[src/rtl/cfg_seq_pkg.sv]
// Package: shared state encoding and register addresses for the
// configuration command sequencer. Assumes a 3-bit host address space.
package cfg_seq_pkg;

    typedef enum logic [3:0] {
        ST_IDLE     = 4'd0,
        ST_TRIG_SET = 4'd1,
        ST_TRIG_WR  = 4'd2,
        ST_GAP      = 4'd3,
        ST_SEL_SET  = 4'd4,
        ST_SEL_WR   = 4'd5,
        ST_RD_FIRST = 4'd6,
        ST_RD_POLL  = 4'd7,
        ST_DONE     = 4'd8
    } seq_state_e;

    localparam logic [2:0] REG_TRIGGER = 3'd0;
    localparam logic [2:0] REG_SELECT  = 3'd2;
    localparam logic [2:0] REG_STATUS  = 3'd3;

endpackage

[src/rtl/cfg_seq_fsm.sv]
// Module: sequencing core. Steps through the command sequence one state
// per clock, counts the quiet gap, latches the selection index on an
// accepted start and keeps the sticky error flag.
// Assumes GAP_CYCLES >= 1 and a synchronous active-low reset.
module cfg_seq_fsm
    import cfg_seq_pkg::*;
#(
    parameter int GAP_CYCLES = 3,
    parameter int IDX_W      = 2
) (
    input  logic             clk,
    input  logic             rst_n,
    input  logic             start_i,
    input  logic [IDX_W-1:0] sel_i,
    input  logic             flag_i,
    input  logic             expired_i,
    output seq_state_e       state_o,
    output logic [IDX_W-1:0] sel_q_o,
    output logic             err_o
);

    localparam int GAP_W = (GAP_CYCLES > 1) ? $clog2(GAP_CYCLES) : 1;
    localparam logic [GAP_W-1:0] GAP_LAST = GAP_W'(GAP_CYCLES - 1);

    seq_state_e       state_q, state_d;
    logic [GAP_W-1:0] gap_q;

    // Next-state selection for the command sequence.
    always_comb begin
        state_d = state_q;
        unique case (state_q)
            ST_IDLE:     if (start_i) state_d = ST_TRIG_SET;
            ST_TRIG_SET: state_d = ST_TRIG_WR;
            ST_TRIG_WR:  state_d = ST_GAP;
            ST_GAP:      if (gap_q == GAP_LAST) state_d = ST_SEL_SET;
            ST_SEL_SET:  state_d = ST_SEL_WR;
            ST_SEL_WR:   state_d = ST_RD_FIRST;
            ST_RD_FIRST: state_d = ST_RD_POLL;
            ST_RD_POLL:  if (!flag_i || expired_i) state_d = ST_DONE;
            ST_DONE:     state_d = ST_IDLE;
            default:     state_d = ST_IDLE;
        endcase
    end

    // State register.
    always_ff @(posedge clk) begin
        if (!rst_n) state_q <= ST_IDLE;
        else        state_q <= state_d;
    end

    // Quiet-gap counter, cleared outside the gap state.
    always_ff @(posedge clk) begin
        if (!rst_n || state_q != ST_GAP) gap_q <= '0;
        else                             gap_q <= gap_q + 1'b1;
    end

    // Selection index latch, loaded only when a start is taken.
    always_ff @(posedge clk) begin
        if (!rst_n)                           sel_q_o <= '0;
        else if (state_q == ST_IDLE && start_i) sel_q_o <= sel_i;
    end

    // Sticky error: set on poll expiry, cleared by the next accepted start.
    always_ff @(posedge clk) begin
        if (!rst_n)                                   err_o <= 1'b0;
        else if (state_q == ST_IDLE && start_i)       err_o <= 1'b0;
        else if (state_q == ST_RD_POLL && flag_i && expired_i) err_o <= 1'b1;
    end

    assign state_o = state_q;

endmodule

[src/rtl/cfg_seq_limit.sv]
// Module: poll limit. Counts repeat-read cycles that see the flag set and
// signals expiry in the last allowed one. With LIMIT_EN = 0 the expiry
// output is tied low. Assumes TIMEOUT_CYCLES >= 1.
module cfg_seq_limit #(
    parameter bit LIMIT_EN       = 1'b1,
    parameter int TIMEOUT_CYCLES = 1024
) (
    input  logic clk,
    input  logic rst_n,
    input  logic polling_i,
    input  logic flag_i,
    output logic expired_o
);

    localparam int CNT_W = (TIMEOUT_CYCLES > 1) ? $clog2(TIMEOUT_CYCLES) : 1;
    localparam logic [CNT_W-1:0] CNT_LAST = CNT_W'(TIMEOUT_CYCLES - 1);

    generate
        if (LIMIT_EN) begin : g_limit
            logic [CNT_W-1:0] cnt_q;

            // Cycle counter for the poll phase, cleared outside it.
            always_ff @(posedge clk) begin
                if (!rst_n || !polling_i) cnt_q <= '0;
                else if (flag_i)          cnt_q <= cnt_q + 1'b1;
            end

            assign expired_o = polling_i && flag_i && (cnt_q == CNT_LAST);
        end else begin : g_nolimit
            assign expired_o = 1'b0;
        end
    endgenerate

endmodule

[src/rtl/cfg_seq_port.sv]
// Module: host port decode. Maps the current state to address, data and
// strobes, and drives zero on every signal a state does not name.
// Purely combinational from the state register, so each state is one cycle.
module cfg_seq_port
    import cfg_seq_pkg::*;
#(
    parameter int ADDR_W = 3,
    parameter int DATA_W = 32,
    parameter int IDX_W  = 2
) (
    input  seq_state_e        state_i,
    input  logic [IDX_W-1:0]  sel_q_i,
    output logic [ADDR_W-1:0] addr_o,
    output logic [DATA_W-1:0] wdata_o,
    output logic              wr_o,
    output logic              rd_o,
    output logic              done_o,
    output logic              busy_o
);

    localparam logic [DATA_W-1:0] ONE = DATA_W'(1);

    // Per-state output decode with zero defaults.
    always_comb begin
        addr_o  = '0;
        wdata_o = '0;
        wr_o    = 1'b0;
        rd_o    = 1'b0;
        done_o  = 1'b0;
        busy_o  = 1'b1;
        unique case (state_i)
            ST_IDLE: busy_o = 1'b0;
            ST_TRIG_SET, ST_TRIG_WR: begin
                addr_o  = ADDR_W'(REG_TRIGGER);
                wdata_o = ONE;
                wr_o    = (state_i == ST_TRIG_WR);
            end
            ST_GAP: ;
            ST_SEL_SET, ST_SEL_WR: begin
                addr_o  = ADDR_W'(REG_SELECT);
                wdata_o = ONE << sel_q_i;
                wr_o    = (state_i == ST_SEL_WR);
            end
            ST_RD_FIRST, ST_RD_POLL: begin
                addr_o = ADDR_W'(REG_STATUS);
                rd_o   = 1'b1;
            end
            ST_DONE: begin
                busy_o = 1'b0;
                done_o = 1'b1;
            end
            default: busy_o = 1'b0;
        endcase
    end

endmodule

[src/rtl/cfg_seq.sv]
// Module: top of the configuration command sequencer. Ties the sequencing
// core, the poll limit and the port decode together. Assumes the
// controller runs on the same clock; bit 0 of read data is its busy flag.
module cfg_seq
    import cfg_seq_pkg::*;
#(
    parameter int ADDR_W         = 3,
    parameter int DATA_W         = 32,
    parameter int IDX_W          = 2,
    parameter int GAP_CYCLES     = 3,
    parameter bit LIMIT_EN       = 1'b1,
    parameter int TIMEOUT_CYCLES = 1024
) (
    input  logic              clk,
    input  logic              rst_n,
    input  logic              start_i,
    input  logic [IDX_W-1:0]  sel_i,
    output logic [ADDR_W-1:0] addr_o,
    output logic [DATA_W-1:0] wdata_o,
    output logic              wr_o,
    output logic              rd_o,
    input  logic [DATA_W-1:0] rdata_i,
    output logic              done_o,
    output logic              busy_o,
    output logic              err_o
);

    seq_state_e       state;
    logic [IDX_W-1:0] sel_q;
    logic             expired;
    logic             flag;

    assign flag = rdata_i[0];

    cfg_seq_fsm #(.GAP_CYCLES(GAP_CYCLES), .IDX_W(IDX_W)) fsm_i (
        .clk(clk), .rst_n(rst_n), .start_i(start_i), .sel_i(sel_i),
        .flag_i(flag), .expired_i(expired),
        .state_o(state), .sel_q_o(sel_q), .err_o(err_o)
    );

    cfg_seq_limit #(.LIMIT_EN(LIMIT_EN), .TIMEOUT_CYCLES(TIMEOUT_CYCLES)) limit_i (
        .clk(clk), .rst_n(rst_n), .polling_i(state == ST_RD_POLL),
        .flag_i(flag), .expired_o(expired)
    );

    cfg_seq_port #(.ADDR_W(ADDR_W), .DATA_W(DATA_W), .IDX_W(IDX_W)) port_i (
        .state_i(state), .sel_q_i(sel_q),
        .addr_o(addr_o), .wdata_o(wdata_o), .wr_o(wr_o), .rd_o(rd_o),
        .done_o(done_o), .busy_o(busy_o)
    );

endmodule

[config.mk]
export PLATFORM = sky130hd
export DESIGN_NAME = cfg_seq
export DESIGN_NICKNAME = d
export VERILOG_FILES = /design/src/rtl/cfg_seq_pkg.sv /design/src/rtl/cfg_seq_fsm.sv /design/src/rtl/cfg_seq_limit.sv /design/src/rtl/cfg_seq_port.sv /design/src/rtl/cfg_seq.sv
export SDC_FILE = /design/constraint.sdc
export NUM_CORES = 1
export LEC_CHECK = 0
export BUFFER_PORTS_ARGS = -buffer_cell sky130_fd_sc_hd__buf_2
export CORE_ASPECT_RATIO = 0.75
export CORE_MARGIN = 1.5
export CORE_UTILIZATION = 41
export CTS_CLUSTER_DIAMETER = 40
export DETAILED_ROUTE_END_ITERATION = 6
export HOLD_SLACK_MARGIN = 0.1
export PLACE_DENSITY = 0.77
export SYNTH_ARGS = -nofsm -noshare
export SYNTH_HDL_FRONTEND = slang
export SYNTH_HIERARCHICAL = 1
export SYNTH_SLANG_ARGS = --single-unit
export TNS_END_PERCENT = 50
[constraint.sdc]
create_clock -name clk -period 2.6 [get_ports clk]
set_clock_uncertainty 0.15 [all_clocks]
set_input_delay 0.26 -clock clk [delete_from_list [all_inputs] [get_ports clk]]
set_output_delay 0.26 -clock clk [all_outputs]
set_load 0.1 [all_outputs]
# --- Word-level counts from Yosys, hierarchy flattened ---
# Index checks and enable logic that the tools add are counted.
op_classes:
  add_sub_neg: 2
  multipliers: 0
  div_mod_pow: 0
  magnitude_cmp: 0
  eq_ne: 14
  n_shift: 1
  muxes: 10
  bitwise: 1
  reduce_logical: 17
op_table:
  columns: ["cell", "n"]
  rows:
  - ["one-hot mux 32 bit (2 select lines)", 1]
  - ["one-hot mux 4 bit (8 select lines)", 1]
  - ["<< shifter 1 x 2 -> 32 bit, first input constant", 1]
  - ["equality test 4 x 3 -> 1 bit, second input constant", 4]
  - ["two-way mux 4 bit", 3]
  - ["adder 10 x 1 -> 10 bit, second input constant", 1]
  - ["equality test 10 bit, second input constant", 1]
  - ["equality test 4 x 2 -> 1 bit, second input constant", 2]
  - ["OR reduction 2 bit", 4]
  - ["OR reduction 7 bit", 1]
  - ["equality test 4 x 1 -> 1 bit, second input constant", 1]
  - ["equality test 4 bit, second input constant", 1]
  - ["logical AND 1 bit", 4]
  - ["zero test 4 bit", 1]
  - ["!= test 2 bit, second input constant", 2]
  - ["!= test 4 x 2 -> 1 bit, second input constant", 1]
  - ["one-hot mux 2 bit (2 select lines)", 1]
  - ["zero test 1 bit", 3]
  - ["logical OR 1 bit", 3]
  - ["two-way mux 1 bit", 3]
  - ["AND reduction 3 bit", 1]
  - ["adder 2 x 1 -> 2 bit, second input constant", 1]
  - ["equality test 2 bit, second input constant", 1]
  - ["!= test 2 x 1 -> 1 bit, second input constant", 1]
  - ["other kinds (2)", 2]
word_totals:
  reg_bits: 19
  latch_bits: 0
  ram_bits: 0
  romBits: 0
  input_bits: 37
  output_inout_bits: 40
  n_memories: 0

# --- Depth between registers and ports, before layout ---
# Gate-level depths: netlist of the first run.
logic_depth:
  word_depth: 6
  depth_mapped: 5
  depth_no_buf: 5

# --- By module ---
# Netlist of the first run, hierarchy kept.
by_module_without_submodules:
  columns: ["module", "instances", "cells_per_inst", "area_per_inst_um2"]
  rows:
  - ["cfg_seq_limit", 1, 49, 456.7]
  - ["cfg_seq_fsm", 1, 46, 431.7]
  - ["cfg_seq_port", 1, 46, 335.3]
  - ["cfg_seq", 1, 1, 10.0]

# --- Worst setup path after synthesis of the first run ---
# OpenSTA, ideal clock, no wires.
synth_timing:
  path_type: "reg-to-output"
  startpoint: "register fsm_i.state_q[2] (netlist: fsm_i/state_o[2])"
  endpoint: "output port addr_o[0]"
  t_arrival_ns: 2.602
  slack_ns: -0.412
  path_stages_with_launch: 3
  cell_sequence: "dfxtp_1 > nor2b_1 > and2_2"
synth_via:
  elab_chain_cells: 3
  word_cells_on_any_way: 7
  classes_between: "4 x eq/ne; 1 x mux; 2 x reduce/logical"
synth_lines:
  columns: ["element", "line", "source"]
  rows:
  - ["from (decl)", "cfg_seq_fsm.sv:25", "seq_state_e state_q, state_d;"]
  - ["from (signal assigned)", "cfg_seq_fsm.sv:48", "else state_q <= state_d;"]
  - ["equality test 4 x 3 -> 1 bit", "cfg_seq_port.sv:31", "unique case (state_i)"]
  - ["OR reduction 2 bit", "cfg_seq_port.sv:31", null]
  - ["one-hot mux 2 bit (2 select lines) *", "cfg_seq_port.sv:31", null]
  - ["to (decl)", "cfg_seq.sv:18", "output logic [ADDR_W-1:0] addr_o,"]
# Every way passes the cells marked *; elsewhere a longest branch is shown, timed or not.

# --- Final worst setup path of the first run ---
layout_timing:
  startpoint: "register fsm_i.state_q[0] (netlist: fsm_i/state_o[0])"
  endpoint: "output port wdata_o[0]"
layout_via:
  elab_chain_cells: 3
  word_cells_on_any_way: 7
  classes_between: "4 x eq/ne; 1 x mux; 2 x reduce/logical"
layout_lines:
  columns: ["element", "line", "source"]
  rows:
  - ["equality test 4 x 3 -> 1 bit, or another cell as far along", "cfg_seq_port.sv:31", null]
  - ["OR reduction 2 bit (on tied branches)", null, null]
  - ["one-hot mux 32 bit (2 select lines) *", "cfg_seq_port.sv:31", null]
  - ["to (decl)", "cfg_seq.sv:19", "output logic [DATA_W-1:0] wdata_o,"]
# Marks and branches as above.

==> summary.txt, run 1 <==
number of buffers created by CTS = 3
leading area contributor after synthesis = dfxtp_1
CTS sink count = 19
Tot GR Track Use = 12.4%
Post-synth ARST share = 0%
DP Worst Slack = 0.496 ns
H-tree depth = 1
layer with the highest usage = met2
predominant post-synthesis flop cell = dfxtp_1
layout cells sized above 1 = 19.0%
routed via count = 922
cell family with most CP delay = flip-flops
syn_area_per_cell = 8.69 um^2
global-route wire length before repair = 3230 um
initial drt markers = 54
worst-path maximum fanout = 15
Core Box Area = 2890 um^2
clk buf depth = 2
class of the worst hold path = primary input to register
GP Congestion = 0.701
critical path capture point type = output pin
Seq/Total Area, Yosys = 30.8%
Final min period = 2.38 ns
Hold Crit Endpoint = fsm_i/sel_q_o[0]$_SDFFE_PN0P_
CTS Hold Bufs = 0
WL/cell = 10.1 um
CTS tree = yes
final wirelength = 1990 um
synth warn = 6
Vias/cell = 4.70
met1 Track Usage GR = 17.1%
setup_tns = 0 ns
Mapped Area = 1230 um^2
max incr delay on CP = 0.62 ns
Worst-Margin Slew = 0.543 ns
area grow syn2layout = 3.35%
commonest cells in the netlist = 29 x buf_4, 19 x dfxtp_1, 9 x a21oi_1, 9 x nor2_1, 6 x nand2_1
final hold vios = 0
CP max stage cell = dfxtp_1
total power = 982 uW
final worst slack = 0.218 ns
max_cap viols = 0
r2r setup slk = 0.57 ns
pwr/cell area = 770 nW/um^2
post-route clock period utilization = 91.6%
CP Data Required Time = 2.19 ns
kind of critical path = register to output pin
number of port buffers = 16
DIE HEIGHT = 50.5 um
buffer and inverter count on the worst path = 1
Slew Limit Fails = 0
area share of the largest cell type after synthesis = 30.8%
maximum clock rate = 420 MHz
Die Footprint = 3350 um^2
DRC viols = 0
met2 Usage GRT = 19.2%
Post-synth EDFFs = 0
critical path depth in cells = 3
post-synth cell types = 43
clock slew at reported path FFs = 0.06 ns
outcome = finished, final reports clean
row cnt = 17
hold path cells = 3
RR Startpoint = fsm_i/state_o[1]$_SDFFE_PN0P_
worst vdd ir = 0.227 mV
CP cell instances = or3b_2 > a31oi_1 > buf_2
FF-to-FF End = fsm_i/state_o[2]$_SDFFE_PN0P_
dpl cell area = 1230 um^2
Ant. Diodes = 0
Top Ports = 77
vias in the first global route = 744
GR Overflow Total = 0
final instance area = 1270 um^2
root buf cell = clkbuf_8
largest net degree at the start of global routing = 19
initial core utilization = 42.6%
Max transition margin = 63.7%
Die Wd = 66.3 um
met3 Use GR = 2.02%
final setup violation count = 0
Post-CTS Setup Inserts = 0
Syn Inst Count = 142
number of synthesized register bits = 19
Final HPWL DP = 1390 um
reg2reg path depth = 5
Pleak = 0.000572 uW
CP arrival = 1.97 ns
drt first pass iters = 4
Critical Path Start Type = register
antenna violations before repair = 0
Post-CTS Resized = 0
RSZ-0062 raised after global routing = no
post-route ant nets = 0
min-delay src = sel_i[0]
ranking of synthesized cells by area = dfxtp_1 31%, buf_4 18%, a21oi_1 3.7%
clk_lat worst skew = 0.25 ns
most frequent cell after synthesis = buf_4
nets = 198
[flip-flops by register name, summed over array words and instances (netlist names)]
name,cells
limit_i/g_limit.cnt_q,10
fsm_i/gap_q,2
fsm_i/state_o,4
fsm_i/sel_q_o,2
fsm_i/err_o,1
[metrics by stage]
stage / utilization (%) / hold slack, ns / instances
2_1_floorplan: - / 0.204 / 170
3_3_place_gp: 42.5 / 0.252 / 192
3_5_place_dp: 42.5 / 0.255 / 192
4_1_cts: 44.1 / 0.113 / 196
5_1_grt: 44.1 / 0.148 / 196
6_report: 44.1 / 0.118 / 196
[worst max-delay path by stage]
stage	slack [ns]	from	to
after global routing	0.13	fsm_i/state_o[0]$_SDFFE_PN0P_	wdata_o[0]
final	0.22	fsm_i/state_o[0]$_SDFFE_PN0P_	wdata_o[0]
after CTS	0.21	fsm_i/state_o[0]$_SDFFE_PN0P_	wdata_o[0]
after global placement	0.53	fsm_i/state_o[0]$_SDFFE_PN0P_	wdata_o[0]
after floorplan	-0.32	fsm_i/state_o[2]$_SDFFE_PN0P_	wdata_o[0]
after detailed placement	0.50	fsm_i/state_o[0]$_SDFFE_PN0P_	wdata_o[0]
[worst min-delay path, delay by kind of cell]
| kind | cells | cell delay [ns] |
|---|---|---|
| AOI/OAI and AO/OA | 1 | 0.06 |
| buffers and inverters | 1 | 0.10 |
| and+or+nand+nor | 1 | 0.05 |
[cells in the final DEF, fill, tap and decap left out, types with 2 or more instances in the layout]
cell type / synthesis / routed
o21ai_1: 3 / 3
nand3b_1: 3 / 3
conb_1: 1 / 29
and2_2: 2 / 2
buf_2: 2 / 16
o21ai_0: 3 / 3
nor3_1: 2 / 2
o31ai_1: 2 / 2
clkbuf_8: 0 / 3
and3_1: 2 / 2
or4_1: 2 / 2
nand3_1: 3 / 3
dfxtp_1: 19 / 19
and4b_1: 2 / 2
nor2_1: 9 / 9
xor2_1: 4 / 4
inv_1: 4 / 4
a31oi_1: 4 / 4
ha_1: 2 / 2
a21oi_1: 9 / 9
nand2_1: 6 / 6
nand4_4: 2 / 2
nand4_1: 2 / 2
or3_1: 3 / 3
and3b_1: 4 / 4
[cells by family (layout without fill, tap and decap cells)]
group                      Yosys count  count (layout)  synth area share, %
and+or+nand+nor                     53              53                 29.6
muxes                                1               1                0.811
buffers and inverters               36              24                 20.6
DFF                                 19              19                 30.8
adders and majority gates            2               2                 2.03
AOI/OAI and AO/OA                   25              25                 12.3
other                                1              29                0.304
xor gates and xnor gates             5               5                 3.55
[where the power goes]
group,switching (uW),internal [uW]
logic,375,65.0
clock network,90.6,109
registers,38.5,304
total,504,478
[metal layers]
layer	vias up	wire (um)
li1	475	-
met1	409	950
met2	34	912
met3	4	98
met4	0	25
met5	-	0
[area by class of cell]
class	instances	area, um^2
clock buffers	4	45.0
flip-flops and latches	19	380
fillers	289	1620
multi-input cells	115	707
repair buffers	16	80.1
well taps	38	47.5
inverters	4	15.0
(Power assumes the default switching activity.)
==> inputs of run 2 (changes only) <==
--- a/config.mk
+++ b/config.mk
@@ -13,6 +13,7 @@
 export DETAILED_ROUTE_END_ITERATION = 6
 export HOLD_SLACK_MARGIN = 0.1
 export PLACE_DENSITY = 0.77
+export RECOVER_POWER = 50
 export SYNTH_ARGS = -nofsm -noshare
 export SYNTH_HDL_FRONTEND = slang
 export SYNTH_HIERARCHICAL = 1
==> summary.txt, run 2 (synthesis gave the netlist of run 1 again) <==
outcome = finished, final reports clean
Vias/cell = 4.67
post-route clock period utilization = 92.0%
area grow syn2layout = 2.94%
class of the worst hold path = primary input to register
Max transition margin = 21.9%
clock slew at reported path FFs = 0.06 ns
final instance area = 1270 um^2
most frequent cells in the layout = 29 x conb_1, 19 x dfxtp_1, 15 x buf_2, 9 x nor2_1, 9 x a21oi_1
clk buf depth = 2
Slew Limit Fails = 0
Critical Path Start Type = register
metal2 WL = 929 um
final setup violation count = 0
CP Launch Point = fsm_i/state_o[0]$_SDFFE_PN0P_
vias in the first global route = 744
critical path capture point type = output pin
Metal-1 WL = 938 um
CP arrival = 1.98 ns
CTS sink count = 19
RR Startpoint = fsm_i/state_o[1]$_SDFFE_PN0P_
Largest Register = limit_i/g_limit.cnt_q
Worst-Margin Slew = 1.18 ns
Core Box Area = 2890 um^2
CTS tree = yes
Ant. Diodes = 0
Post-CTS Resized = 0
Post-CTS Setup Inserts = 0
min-delay src = sel_i[0]
antenna violations before repair = 0
Fillers = 291
clk_lat worst skew = 0.25 ns
FF/Latch Area = 380 um^2
commonest non-fill, non-tap cell in the layout = conb_1
final hold vios = 0
DIE HEIGHT = 50.5 um
GR Overflow Total = 0
Die Wd = 66.3 um
row cnt = 17
initial core utilization = 42.6%
kind of critical path = register to output pin
worst vdd ir = 0.226 mV
met3 wire length = 101 um
nets = 198
layout cells sized above 1 = 17.7%
Die Footprint = 3350 um^2
Pleak = 0.000568 uW
pwr/cell area = 769 nW/um^2
DRC viols = 0
r2r setup slk = 0.59 ns
Final HPWL DP = 1390 um
largest net degree at the start of global routing = 19
max_cap viols = 0
global-route wire length before repair = 3230 um
Largest register FFs = 10
routed via count = 916
DR top layer = met4
RSZ-0062 raised after global routing = no
Top Ports = 77
CTS Hold Bufs = 0
number of port buffers = 16
dpl cell area = 1230 um^2
H-tree depth = 1
CP Data Required Time = 2.19 ns
Multi-input gate area = 703 um^2
root buf cell = clkbuf_8
final wirelength = 1990 um
drt first pass iters = 4
maximum clock rate = 418 MHz
initial drt markers = 46
Final min period = 2.39 ns
WL/cell = 10.2 um
number of buffers created by CTS = 3
Tot GR Track Use = 12.4%
worst-path maximum fanout = 15
post-route ant nets = 0
setup_tns = 0 ns
GP Congestion = 0.701
## run 2: cell types whose count changed in the layout (fill, tap and decap cells not counted), sizes merged
| cell | delta |
|---|---|
| buf | -1 |
| clkbuf | +1 |
## run 2: worst paths after layout
| kind | to | cells past startpoint |
|---|---|---|
| worst max-delay path | wdata_o[0] | 3 |
| worst max register to register | fsm_i/state_o[2]$_SDFFE_PN0P_ | 5 |
| worst min-delay path | fsm_i/sel_q_o[0]$_SDFFE_PN0P_ | 3 |
| worst min register to register | fsm_i/gap_q[0]$_SDFF_PP0_ | 1 |
## run 2: area by class of cell
class	count	share of cell area (%)
Clock buffer	4	3.55
Multi-Input combinational cell	115	55.4
Inverter	4	1.18
Timing Repair Buffer	16	6.21
Sequential cell	19	30.0
Tap cell	38	3.74
## run 2: worst max-delay path: stages, from the launching register on
cell     delay, ns
dfxtp_1       0.63
or3b_2        0.50
a31oi_1       0.16
buf_2         0.44
## run 2: through the flow
step	hold WS [ns]	utilization [%]	setup WS [ns]	std cells	total power, uW
5_1_grt	0.148	43.9	0.131	196	1020
4_1_cts	0.113	44.1	0.214	196	987
2_1_floorplan	0.204	-	-0.316	170	786
6_report	0.117	43.9	0.208	196	976
3_3_place_gp	0.252	42.5	0.530	192	781
3_5_place_dp	0.255	42.5	0.496	192	783
## run 2: report_power, final
part	leakage [uW]	switching, uW	internal, uW
Clock	0.0000228	90.8	109
Sequential	0.000154	37.7	304
Combinational	0.000391	374	60.4
Total	0.000568	502	474
## run 2: layer usage
metal	vias to the layer above	GRT usage, %
met5	-	0
met4	0	5.10
met3	4	2.02
met2	34	19.2
met1	402	17.1
li1	476	-
==> inputs of run 3 (changes only) <==
--- a/config.mk
+++ b/config.mk
@@ -5,6 +5,7 @@
 export SDC_FILE = /design/constraint.sdc
 export NUM_CORES = 1
 export LEC_CHECK = 0
+export ABC_AREA = 1
 export BUFFER_PORTS_ARGS = -buffer_cell sky130_fd_sc_hd__buf_2
 export CORE_ASPECT_RATIO = 0.75
 export CORE_MARGIN = 1.5
@@ -12,7 +13,7 @@
 export CTS_CLUSTER_DIAMETER = 40
 export DETAILED_ROUTE_END_ITERATION = 6
 export HOLD_SLACK_MARGIN = 0.1
-export PLACE_DENSITY = 0.77
+export PLACE_DENSITY = 0.76
 export RECOVER_POWER = 50
 export SYNTH_ARGS = -nofsm -noshare
 export SYNTH_HDL_FRONTEND = slang
==> constraint.sdc (replaced) <==
create_clock -name clk -period 2.71 [get_ports clk]
set_clock_uncertainty 0.15 [all_clocks]
set_input_delay 0.1355 -clock clk [delete_from_list [all_inputs] [get_ports clk]]
set_output_delay 0.1355 -clock clk [all_outputs]
set_load 0.1 [all_outputs]
==> summary.txt, run 3 <==
number of port buffers = 16
largest net degree at the start of global routing = 15
Slew Limit Fails = 0
Net Switching = 442 uW
metal2 WL = 977 um
drt first pass iters = 4
area share of the largest cell type after synthesis = 28.6%
met3 wire length = 130 um
initial drt markers = 53
final setup violation count = 0
final hold vios = 0
leading area contributor after synthesis = dfxtp_1
Largest register FFs = 10
CP arrival = 1.57 ns
CP cell instances = inv_1 > nand2_1 > nand3_1 > nand2_1 > buf_2
class of the worst hold path = primary input to register
area grow syn2layout = 5.26%
max_cap viols = 0
initial core utilization = 44.1%
vias in the first global route = 880
worst vdd ir = 0.296 mV
post-synth cell types = 23
post-route clock period utilization = 68.6%
clk buf depth = 2
clock slew at reported path FFs = 0.07 ns
P_int = 439 uW
DIE HEIGHT = 52.4 um
Fillers = 327
Post-CTS Resized = 0
number of buffers created by CTS = 3
sequential fraction of design power = 34.5%
ranking of synthesized cells by area = dfxtp_1 29%, buf_4 16%, nand2_1 9.0%
final worst slack = 0.850 ns
Top Ports = 77
Final HPWL DP = 1700 um
pwr/cell area = 628 nW/um^2
FF/Latch Area = 380 um^2
Pleak = 0.000616 uW
CTS tree = yes
Vias/cell = 4.35
critical path capture point type = output pin
commonest cells in the netlist = 32 x nand2_1, 29 x buf_4, 22 x inv_1
Clk network pwr share = 21.7%
total power = 880 uW
Largest Register = limit_i/g_limit.cnt_q
Worst path most repeated cell = nand2_1
WL/cell = 9.05 um
synth warn = 6
CTS Hold Bufs = 4
post-route ant nets = 0
Die Wd = 68.8 um
number of synthesized register bits = 19
commonest non-fill, non-tap cell in the layout = nand2_1
clk_lat worst skew = 0.25 ns
antenna violations before repair = 0
most frequent cell after synthesis = nand2_1
Post-synth ARST share = 0%
Worst-Margin Slew = 1.16 ns
Util after Layout = 46.4%
reg2reg path depth = 10
DRC viols = 0
CP max stage cell = dfxtp_1
dpl cell area = 1340 um^2
syn_area_per_cell = 7.01 um^2
Ant. Diodes = 0
GR Overflow Total = 0
most frequent cells in the layout = 32 x nand2_1, 29 x conb_1, 22 x inv_1, 22 x nor2_1, 19 x dfxtp_1
CP Data Required Time = 2.42 ns
max incr delay on CP = 0.43 ns
DP Worst Slack = 0.981 ns
CTS sink count = 19
outcome = finished, final reports clean
global-route wire length before repair = 3690 um
sw frac = 50.2%
routed via count = 1,088
Post-synth EDFFs = 0
Multi-input gate area = 716 um^2
final wirelength = 2260 um
Mapped Area = 1330 um^2
Max transition margin = 23.2%
Die Footprint = 3600 um^2
kind of critical path = register to output pin
hold path cells = 2
RSZ-0062 raised after global routing = no
Post-CTS Setup Inserts = 0
GP Congestion = 0.795
Seq/Total Area, Yosys = 28.6%
Comb power frac = 43.8%
nets = 252
maximum clock rate = 538 MHz
final instance area = 1400 um^2
Syn Inst Count = 190
worst-path maximum fanout = 6
Final min period = 1.86 ns
root buf cell = clkbuf_8
DR top layer = met3
layout cells sized above 1 = 19.8%
Metal-1 WL = 1150 um
H-tree depth = 1
minimum hold slack = 0.121 ns
Tot GR Track Use = 13.5%
Critical Path Start Type = register
predominant post-synthesis flop cell = dfxtp_1
row cnt = 17
Core Box Area = 3020 um^2
-- run 3: logic make-up (layout without fill, tap and decap cells) --
kind of cell	Yosys count	count (layout)	share of synthesized area, %
and+or+nand+nor	95	95	37.6
other	1	29	0.282
AOI/OAI and AO/OA	18	18	7.42
adders and majority gates	2	2	1.88
DFF	19	19	28.6
buffers and inverters	55	49	24.2
-- run 3: critical path, delay by kind of cell, from the launching register on --
family | cells | cell delay, ns
flip-flops | 1 | 0.43
AND/OR/NAND/NOR | 3 | 0.31
buffers and inverters | 2 | 0.59
-- run 3: power by group through the flow --
stage / sequential (uW) / clock (uW) / combinational (uW)
4_1_cts: 304 / 196 / 387
3_5_place_dp: 311 / 0 / 382
6_report: 304 / 191 / 386
2_1_floorplan: 308 / 0 / 386
5_1_grt: 307 / 205 / 408
3_3_place_gp: 310 / 0 / 380
-- run 3: per-layer routing --
layer / up-vias / track usage [%]
met3: 0 / 4.30
met4: 0 / 2.29
met2: 32 / 20.5
met1: 476 / 18.7
li1: 580 / -
met5: - / 0
-- run 3: path summary, 6_finish.rpt --
path                                         startpoint                               endpoint  slack (ns)
hold / removal                               rdata_i[0]  limit_i/g_limit.cnt_q[0]$_SDFFE_PP0P_        0.12
setup / recovery          fsm_i/state_o[1]$_SDFFE_PN0P_                             wdata_o[0]        0.85
hold reg to reg               fsm_i/gap_q[0]$_SDFF_PP0_              fsm_i/gap_q[0]$_SDFF_PP0_        0.26
setup reg to reg  limit_i/g_limit.cnt_q[0]$_SDFFE_PP0P_          fsm_i/state_o[2]$_SDFFE_PN0P_        0.90
-- run 3: cell type report --
cell class / count / area share [%]
multi-input combinational: 144 / 51.1
sequential: 19 / 27.1
clock buffer: 4 / 3.21
inverter: 25 / 6.70
timing repair buffer: 20 / 8.48
tap: 38 / 3.39
-- run 3: per-stage QoR --
step	std cells	setup TNS [ns]
floorplan	218	-0.445
global placement	242	0
detailed placement	242	0
CTS	250	0
global route	250	0
finish	250	0
